## src/rtl/cmp_event_pkg.sv

```systemverilog
package cmp_event_pkg;

  typedef enum logic [2:0] {
    TM_LEVEL_LOW  = 3'd0,
    TM_RISE       = 3'd1,
    TM_CHANGE_DB  = 3'd2,
    TM_RISE_DB    = 3'd3,
    TM_FALL       = 3'd4,
    TM_CHANGE     = 3'd5,
    TM_FALL_DB    = 3'd6,
    TM_LEVEL_HIGH = 3'd7
  } trig_mode_e;

  function automatic logic mode_debounced(trig_mode_e m);
    return (m == TM_CHANGE_DB) || (m == TM_RISE_DB) || (m == TM_FALL_DB);
  endfunction

  function automatic logic mode_fires(trig_mode_e m, logic prev, logic cur);
    logic f;
    case (m)
      TM_LEVEL_LOW:            f = ~cur;
      TM_LEVEL_HIGH:           f = cur;
      TM_RISE, TM_RISE_DB:     f = ~prev & cur;
      TM_FALL, TM_FALL_DB:     f = prev & ~cur;
      default:                 f = prev ^ cur;
    endcase
    return f;
  endfunction

endpackage

```

## src/rtl/cmp_evt_sampler.sv

```systemverilog
module cmp_evt_sampler #(
  parameter int DEB_TICKS = 2
) (
  input  logic clk,
  input  logic rst,
  input  logic cycle_en,
  input  logic enable,
  input  logic debounced,
  input  logic tick,
  output logic armed,
  output logic sample
);
  localparam int CNT_W = $clog2(DEB_TICKS + 1);
  localparam int SUM_W = CNT_W + 1;

  logic             armed_q;
  logic [CNT_W-1:0] cnt_q;
  logic [SUM_W-1:0] cnt_sum;
  logic             reach;

  always_comb begin
    cnt_sum = {1'b0, cnt_q} + SUM_W'(tick);
    reach   = (cnt_sum >= SUM_W'(DEB_TICKS));
    sample  = cycle_en & enable & armed_q & (~debounced | reach);
  end

  always_ff @(posedge clk) begin
    if (rst) begin
      armed_q <= 1'b0;
      cnt_q   <= '0;
    end else if (cycle_en) begin
      if (!enable) begin
        armed_q <= 1'b0;
        cnt_q   <= '0;
      end else if (!armed_q) begin
        armed_q <= 1'b1;
        cnt_q   <= '0;
      end else if (!debounced || reach) begin
        cnt_q   <= '0;
      end else begin
        cnt_q   <= cnt_sum[CNT_W-1:0];
      end
    end
  end

  assign armed = armed_q;
endmodule

```

## src/rtl/cmp_evt_detect.sv

```systemverilog
module cmp_evt_detect
  import cmp_event_pkg::*;
(
  input  logic       clk,
  input  logic       rst,
  input  logic       sample,
  input  trig_mode_e mode,
  input  logic       cmp_out,
  output logic       hit
);
  logic prev_q;

  always_comb hit = sample & mode_fires(mode, prev_q, cmp_out);

  always_ff @(posedge clk) begin
    if (rst)         prev_q <= 1'b0;
    else if (sample) prev_q <= cmp_out;
  end
endmodule

```

## src/rtl/cmp_evt_flag.sv

```systemverilog
module cmp_evt_flag (
  input  logic clk,
  input  logic rst,
  input  logic set,
  input  logic clr,
  output logic flag
);
  logic flag_q;

  always_ff @(posedge clk) begin
    if (rst) flag_q <= 1'b0;
    else     flag_q <= set | (flag_q & ~clr);
  end

  assign flag = flag_q;
endmodule

```

## src/rtl/cmp_event_irq.sv

```systemverilog
module cmp_event_irq
  import cmp_event_pkg::*;
#(
  parameter int MODE_W    = 3,
  parameter int DEB_TICKS = 2
) (
  input  logic              clk,
  input  logic              rst,
  input  logic              cycle_en,
  input  logic              cmp_out,
  input  logic              cmp_enable,
  input  logic [MODE_W-1:0] trig_mode,
  input  logic              ovf_tick,
  input  logic              sw_clr,
  output logic              irq_flag
);
  trig_mode_e mode;
  logic       debounced;
  logic       run_q;
  logic       sample_stb;
  logic       hit;

  assign mode      = trig_mode_e'(trig_mode[2:0]);
  assign debounced = mode_debounced(mode);

  cmp_evt_sampler #(.DEB_TICKS(DEB_TICKS)) u_sampler (
    .clk       (clk),
    .rst       (rst),
    .cycle_en  (cycle_en),
    .enable    (cmp_enable),
    .debounced (debounced),
    .tick      (ovf_tick),
    .armed     (run_q),
    .sample    (sample_stb)
  );

  cmp_evt_detect u_detect (
    .clk     (clk),
    .rst     (rst),
    .sample  (sample_stb),
    .mode    (mode),
    .cmp_out (cmp_out),
    .hit     (hit)
  );

  cmp_evt_flag u_flag (
    .clk  (clk),
    .rst  (rst),
    .set  (hit),
    .clr  (sw_clr),
    .flag (irq_flag)
  );
endmodule

```

## config.mk

```make
export PLATFORM = sky130hd
export DESIGN_NAME = cmp_event_irq
export DESIGN_NICKNAME = d
export VERILOG_FILES = /design/src/rtl/cmp_event_pkg.sv /design/src/rtl/cmp_evt_sampler.sv /design/src/rtl/cmp_evt_detect.sv /design/src/rtl/cmp_evt_flag.sv /design/src/rtl/cmp_event_irq.sv
export SDC_FILE = /design/constraint.sdc
export NUM_CORES = 1
export LEC_CHECK = 0
export CORE_AREA = 2 2 39 41
export DETAILED_ROUTE_END_ITERATION = 6
export DIE_AREA = 0 0 41 43
export HOLD_SLACK_MARGIN = 0.15
export PLACE_DENSITY = 0.48
export SLEW_MARGIN = 0
export SYNTH_ARGS = -nofsm -noshare
export SYNTH_HDL_FRONTEND = slang
export SYNTH_SLANG_ARGS = --single-unit
```

## constraint.sdc

```tcl
create_clock -name clk -period 4.2 [get_ports clk]
set_input_delay 0.42 -clock clk [delete_from_list [all_inputs] [get_ports clk]]
set_output_delay 0.42 -clock clk [all_outputs]
set_load 0.005 [all_outputs]
```

==> results of run 1 <==
## per-layer routing
layer / GRT usage, % / wire (um) / share of wire [%] / vias to the layer above
li1: - / - / - / 173
met1: 12.6 / 339 / 51 / 139
met2: 14.1 / 268 / 40 / 9
met3: 3.14 / 43 / 6.5 / 2
met4: 8.00 / 14 / 2.1 / 0
met5: 0 / 0 / 0 / -
## worst max-delay path, cell delays in order
cell and delay, ns:
clkdlybuf4s50_1 0.46, ha_1 0.16, inv_1 0.05, ha_1 0.28, or3b_1 0.36, a41oi_2 0.23, mux2i_1 0.20, nor2_1 0.05
## flip-flops by register name (all words and copies together), names as in the netlist
| signal | cells |
|---|---|
| u_detect.prev_q | 1 |
| u_flag.flag | 1 |
| u_sampler.armed | 1 |
| u_sampler.cnt_q | 2 |
## through the flow
step                instances  worst slack [ns]
detailed placement         67              1.85
global placement           67              1.87
global route               71              2.00
finish                     71              2.12
CTS                        71              2.11
floorplan                  41              2.40
## cell usage in the layout, fill, tap and decap left out
cell,n
o21ai_1,1
mux2i_1,2
a21oi_1,5
clkdlybuf4s50_1,10
clkbuf_4,3
o211ai_1,1
nor2_1,3
clkbuf_1,1
nand2_1,2
nand2b_1,3
a32oi_1,1
a41oi_2,1
nor3b_1,1
nand3b_1,1
or3b_1,2
ha_1,5
or3_1,1
nor2b_1,1
inv_1,4
dfxtp_1,5
nand3_1,2
## path summary, 6_finish.rpt
path / start / endpoint / slack (ns) / depth (start not counted)
min: u_flag.flag / u_flag.flag / 0.47 / 2
min reg2reg: u_flag.flag / u_flag.flag / 0.47 / 2
max: ovf_tick / u_detect.prev_q / 2.12 / 8
max reg2reg: u_sampler.cnt_q[0] / u_detect.prev_q / 2.44 / 7
## final cells by class
| cell class | instances | area, um2 |
|---|---|---|
| Sequential cell | 5 | 100 |
| Tap cell | 16 | 20.0 |
| Timing Repair Buffer | 10 | 100 |
| Multi-Input combinational cell | 32 | 238 |
| Fill cell | 151 | 885 |
| Inverter | 4 | 15.0 |
| Clock buffer | 4 | 26.3 |
## power breakdown
group,internal (W),switching (W),total [W]
clock network,0.0000359,0.0000191,0.0000549
registers,0.0000485,0.000000418,0.0000489
logic,0.0000116,0.00000752,0.0000191
total,0.0000959,0.0000270,0.000123
## cells by family (layout without fill, tap and decap cells)
family                     after synthesis  in the layout
and+or+nand+nor                         16             16
AOI/OAI and AO/OA                        9              9
adders and majority gates                5              5
DFF                                      5              5
buffers and inverters                    4             18
muxes                                    2              2
==> results.cfg, run 1 <==
[grt]
grt_max_degree = 8
grt_pass1_wl_um = 1200
antenna_found_initial = 0
grt_overflow = 0
grt_pass1_vias = 311
grt_util_all_layers_pct = 10.3

[clocking]
cts_tree = built
h-tree-depth = 1
clockRootBuffer = clkbuf_4
cts-resized-gates = 0
clock_latency_ns = 0.24
clock_path_buffers = 2
ctsHoldBuffers = 0
cts_setup_buffers = 0
cts.sinks = 5
cts_buffers = 3
clk_pin_slew_ns = 0.04

[synth]
netlist_area_um2 = 353
synthXorXnorAreaFrac_pct = 0
synth_top_family_by_area = simple AND/OR/NAND/NOR gates
synth_ff_type = dfxtp_1
synth_cell_types = 18
netlist.area_leader.share_pct = 28.4
synth-simple-area-share_pct = 26.2
synthTopCellsByArea = dfxtp_1 28%, ha_1 18%, a21oi_1 7.1%, mux2i_1 5.7%, nand2b_1 5.3%
ys_seq_area_share_pct = 28.4
async_flop_share_pct = 0
synth_edf_count = 0
synth_top_area_cell = dfxtp_1
syn_nets = 56
synth_fa_ha_area_share_pct = 17.7
synth_cells = 41
ys_ff_latch = 5
muxShareOfSynthArea_pct = 5.67
synth.avg_cell_area_um2 = 8.61
synthTopCellsByCount = 5 x a21oi_1, 5 x dfxtp_1, 5 x ha_1
synth_compound_area_share_pct = 17.7
yosys_warnings = 0

[drt]
vias = 323
ant_nets = 0
route.detailed.wl_per_inst_um = 9.38
drc = 0
routed_wl_um = 666
viasPerCell = 4.55
drtPass1Iterations = 2
drt_iter0_markers = 3

[min_path]
hp-class = flip-flop to flip-flop

[power]
ir_drop_mv = 0.142
power_w = 0.000123
total_leakage_power_nw = 0.188
powerDensity_nw_per_um2 = 246

[layout]
area_growth_pct = 41.5
final_nets = 71
fin_util_pct = 36.1
drive_gt1_share_pct = 7.27
final_area_um2 = 499
n_antenna_cell = 0

[sta]
setup_viol = 0
max_freq_mhz = 481
fin_hold_ws_ns = 0.473
worst_pin_slew_ns = 0.258
min_period_ns = 2.08
slew_headroom_pct = 82.8
hold_viol = 0
rsz0062_at_grt = no
clock_skew_ns = 0.00441
min_period_over_period_pct = 49.5
finalSetupTns_ns = 0
finalMaxSlewViolations = 0

[worst_setup_path]
cp.required_ns = 4.33
cp.arrival_ns = 2.21
critPathKind = input port to flip-flop
start_kind = input port
endpoint_kind = flip-flop
cp_max_fo = 2

[placed_design]
port_buffers = 10
place.gp.congestion = 0.641
dpl_cell_area_um2 = 473
hpwl_um = 537

[die]
initial_core_util_pct = 25.5
io_pins = 11
die-area_um2 = 1760
core_area_um2 = 1380
rows = 14
fp.dieW_um = 41
die_h_um = 43

[flow_run]
cap_violations = 0

[status]
status = finished clean
Note: power is estimated with default switching activity, not from simulation.
==> inputs of run 2 (changes only) <==
--- a/config.mk
+++ b/config.mk
@@ -9,7 +9,7 @@
 export DETAILED_ROUTE_END_ITERATION = 6
 export DIE_AREA = 0 0 41 43
 export HOLD_SLACK_MARGIN = 0.15
-export PLACE_DENSITY = 0.48
+export PLACE_DENSITY = 0.5
 export SLEW_MARGIN = 0
 export SYNTH_ARGS = -nofsm -noshare
 export SYNTH_HDL_FRONTEND = slang
==> constraint.sdc (replaced) <==
create_clock -name clk -period 1.67 [get_ports clk]
set_input_delay 0.167 -clock clk [delete_from_list [all_inputs] [get_ports clk]]
set_output_delay 0.167 -clock clk [all_outputs]
set_load 0.005 [all_outputs]
==> run 2 against run 1 <==
Against the previous run:
- the flow now finishes with violations (setup timing)
- routed wire length grew 14%
- core utilization rose by 5.9 points
- power rose to 2.6 times the previous value
- sequential share of layout area decreased by 2.6 points
- combinational power rose to 2.7 times the previous value
- via count increased by 6.5%
- count of clock-buffer cells in the layout unchanged
- sequential power increased to 2.5 times the previous value
- cell area rose by 16%
- worst setup slack got worse by 2.1 ns
- final cell count is 7.0% higher
- die area is the same
- highest routed layer is now met3
==> results.cfg, run 2 (synthesis results as in run 1) <==
[status]
status = finished with violations
violations = setup timing

[worst_setup_path]
cp_max_fo = 2
max_stage_delay_ns = 0.35
cp.arrival_ns = 1.81
worst-path-buf-inv = 1
crit_family = adder cells
cp.required_ns = 1.80
endpoint_kind = flip-flop
worstSetupStartpoint = u_sampler.cnt_q[0]
r2r_start = u_sampler.cnt_q[0]
crit_top_cell = ha_4
crit_chain = ha_4, inv_4, ha_4, or3b_1, a41oi_2, mux2i_1, nor2_1
start_kind = flip-flop
critPathKind = flip-flop to flip-flop
slowest_stage = or3b_1

[sta]
min_period_ns = 1.68
setup_ws_ns = -0.00733
finalMaxSlewViolations = 0
worst_pin_slew_ns = 0.277
rsz0062_at_grt = yes
hold_viol = 0
clock_skew_ns = 0.00355
max_freq_mhz = 596
min_period_over_period_pct = 100
slew_headroom_pct = 81.5
finalSetupTns_ns = -0.00733
setup_viol = 1

[layout]
fin_util_pct = 42.0
regMostFlops = u_sampler.cnt_q
n_antenna_cell = 0
final_nets = 76
final_common_cell = clkdlybuf4s50_1
area_growth_pct = 64.5
drive_gt1_share_pct = 23.3
largest_reg_flops = 2
most-common-layout-cells = 9 x clkdlybuf4s50_1, 5 x a21oi_1, 4 x buf_4, 4 x dfxtp_1

[drt]
route.detailed.wl_per_inst_um = 10.0
ant_nets = 0
drc = 0
drtPass1Iterations = 2
viasPerCell = 4.53
drt_iter0_markers = 3
vias = 344
routed_wl_um = 762

[die]
die_h_um = 43
die-area_um2 = 1760
io_pins = 11
rows = 14
core_area_um2 = 1380
fp.dieW_um = 41
initial_core_util_pct = 25.5

[clocking]
h-tree-depth = 1
clock_path_buffers = 2
cts_buffers = 3
clockRootBuffer = clkbuf_4
cts_tree = built
clock_latency_ns = 0.24
cts.sinks = 5
clk_pin_slew_ns = 0.04
ctsHoldBuffers = 0

[grt]
grt_util_all_layers_pct = 11.3
antenna_found_initial = 0
grt_overflow = 0
grt_pass1_vias = 321
grt_pass1_wl_um = 1350
grt_max_degree = 8

[flow_run]
cap_violations = 0

[placed_design]
port_buffers = 10
place.gp.congestion = 0.724

[power]
p_int_w = 0.000244
pwr-share-clk_pct = 44.0
switchingPower_w = 0.0000692
total_leakage_power_nw = 0.214
pwr-share-comb_pct = 16.7
ir_drop_mv = 0.389
p_seq_share_pct = 39.2
powerDensity_nw_per_um2 = 540
power.share.switching_pct = 22.1

[min_path]
hp-class = flip-flop to flip-flop
hp-start = u_flag.flag
[run 2: final timing paths]
| path | cells past startpoint | to | slack (ns) |
|---|---|---|---|
| setup / recovery | 7 | u_detect.prev_q | -0.007 |
| hold / removal | 2 | u_flag.flag | 0.47 |
| setup reg to reg | 7 | u_detect.prev_q | -0.007 |
| hold reg to reg | 2 | u_flag.flag | 0.47 |
[run 2: tightest hold or removal path: cells and delay by family (launching register included)]
kind             cells  cell delay, ns
AO/OA/AOI/OAI        1            0.05
flip-flops           1            0.31
AND/OR/NAND/NOR      1            0.06
[run 2: power groups by stage]
stage               logic (W)  clock network (W)  registers, W
floorplan           0.0000164                  0      0.000125
CTS                 0.0000530           0.000146      0.000123
finish              0.0000525           0.000138      0.000123
detailed placement  0.0000516                  0      0.000125
global placement    0.0000522                  0      0.000125
global route        0.0000584           0.000155      0.000123
[run 2: metal layers]
metal,share of wire (%),GRT usage (%),up-vias
met1,48,14.8,148
met5,0,0,-
met3,7.9,4.71,0
met4,0,4.00,0
li1,-,-,185
met2,44,15.9,11
[run 2: through the flow]
stage / area [um2] / std cells / power (W) / worst slack (ns) / hold WS (ns)
after floorplan: 353 / 41 / 0.000141 / 0.0163 / 0.236
after global placement: 503 / 71 / 0.000177 / -0.376 / 0.464
after detailed placement: 503 / 71 / 0.000177 / -0.393 / 0.462
after CTS: 578 / 76 / 0.000322 / -0.0101 / 0.473
after global routing: 581 / 76 / 0.000337 / -0.0968 / 0.506
final: 581 / 76 / 0.000314 / -0.00733 / 0.472
[run 2: what timing repair did]
item | CTS | global route
buffers inserted | 1 | 0
pin swaps | 5 | 1
resized for setup | 9 | 1
setup endpoints to repair | 2 | 2
[run 2: layout make-up]
type	instances	area [um2]
Sequential cell	5	101
Multi-Input combinational cell	32	275
Inverter	4	17.5
Fill cell	149	803
Tap cell	16	20.0
Timing Repair Buffer	15	140
Clock buffer	4	26.3
==> inputs of run 3 (changes only) <==
--- a/config.mk
+++ b/config.mk
@@ -8,6 +8,7 @@
 export CORE_AREA = 2 2 39 41
 export DETAILED_ROUTE_END_ITERATION = 6
 export DIE_AREA = 0 0 41 43
+export GPL_ROUTABILITY_DRIVEN = 0
 export HOLD_SLACK_MARGIN = 0.15
 export PLACE_DENSITY = 0.5
 export SLEW_MARGIN = 0
==> results of run 3 <==
The final DEF is identical to that of run 2; final timing and power are the same.
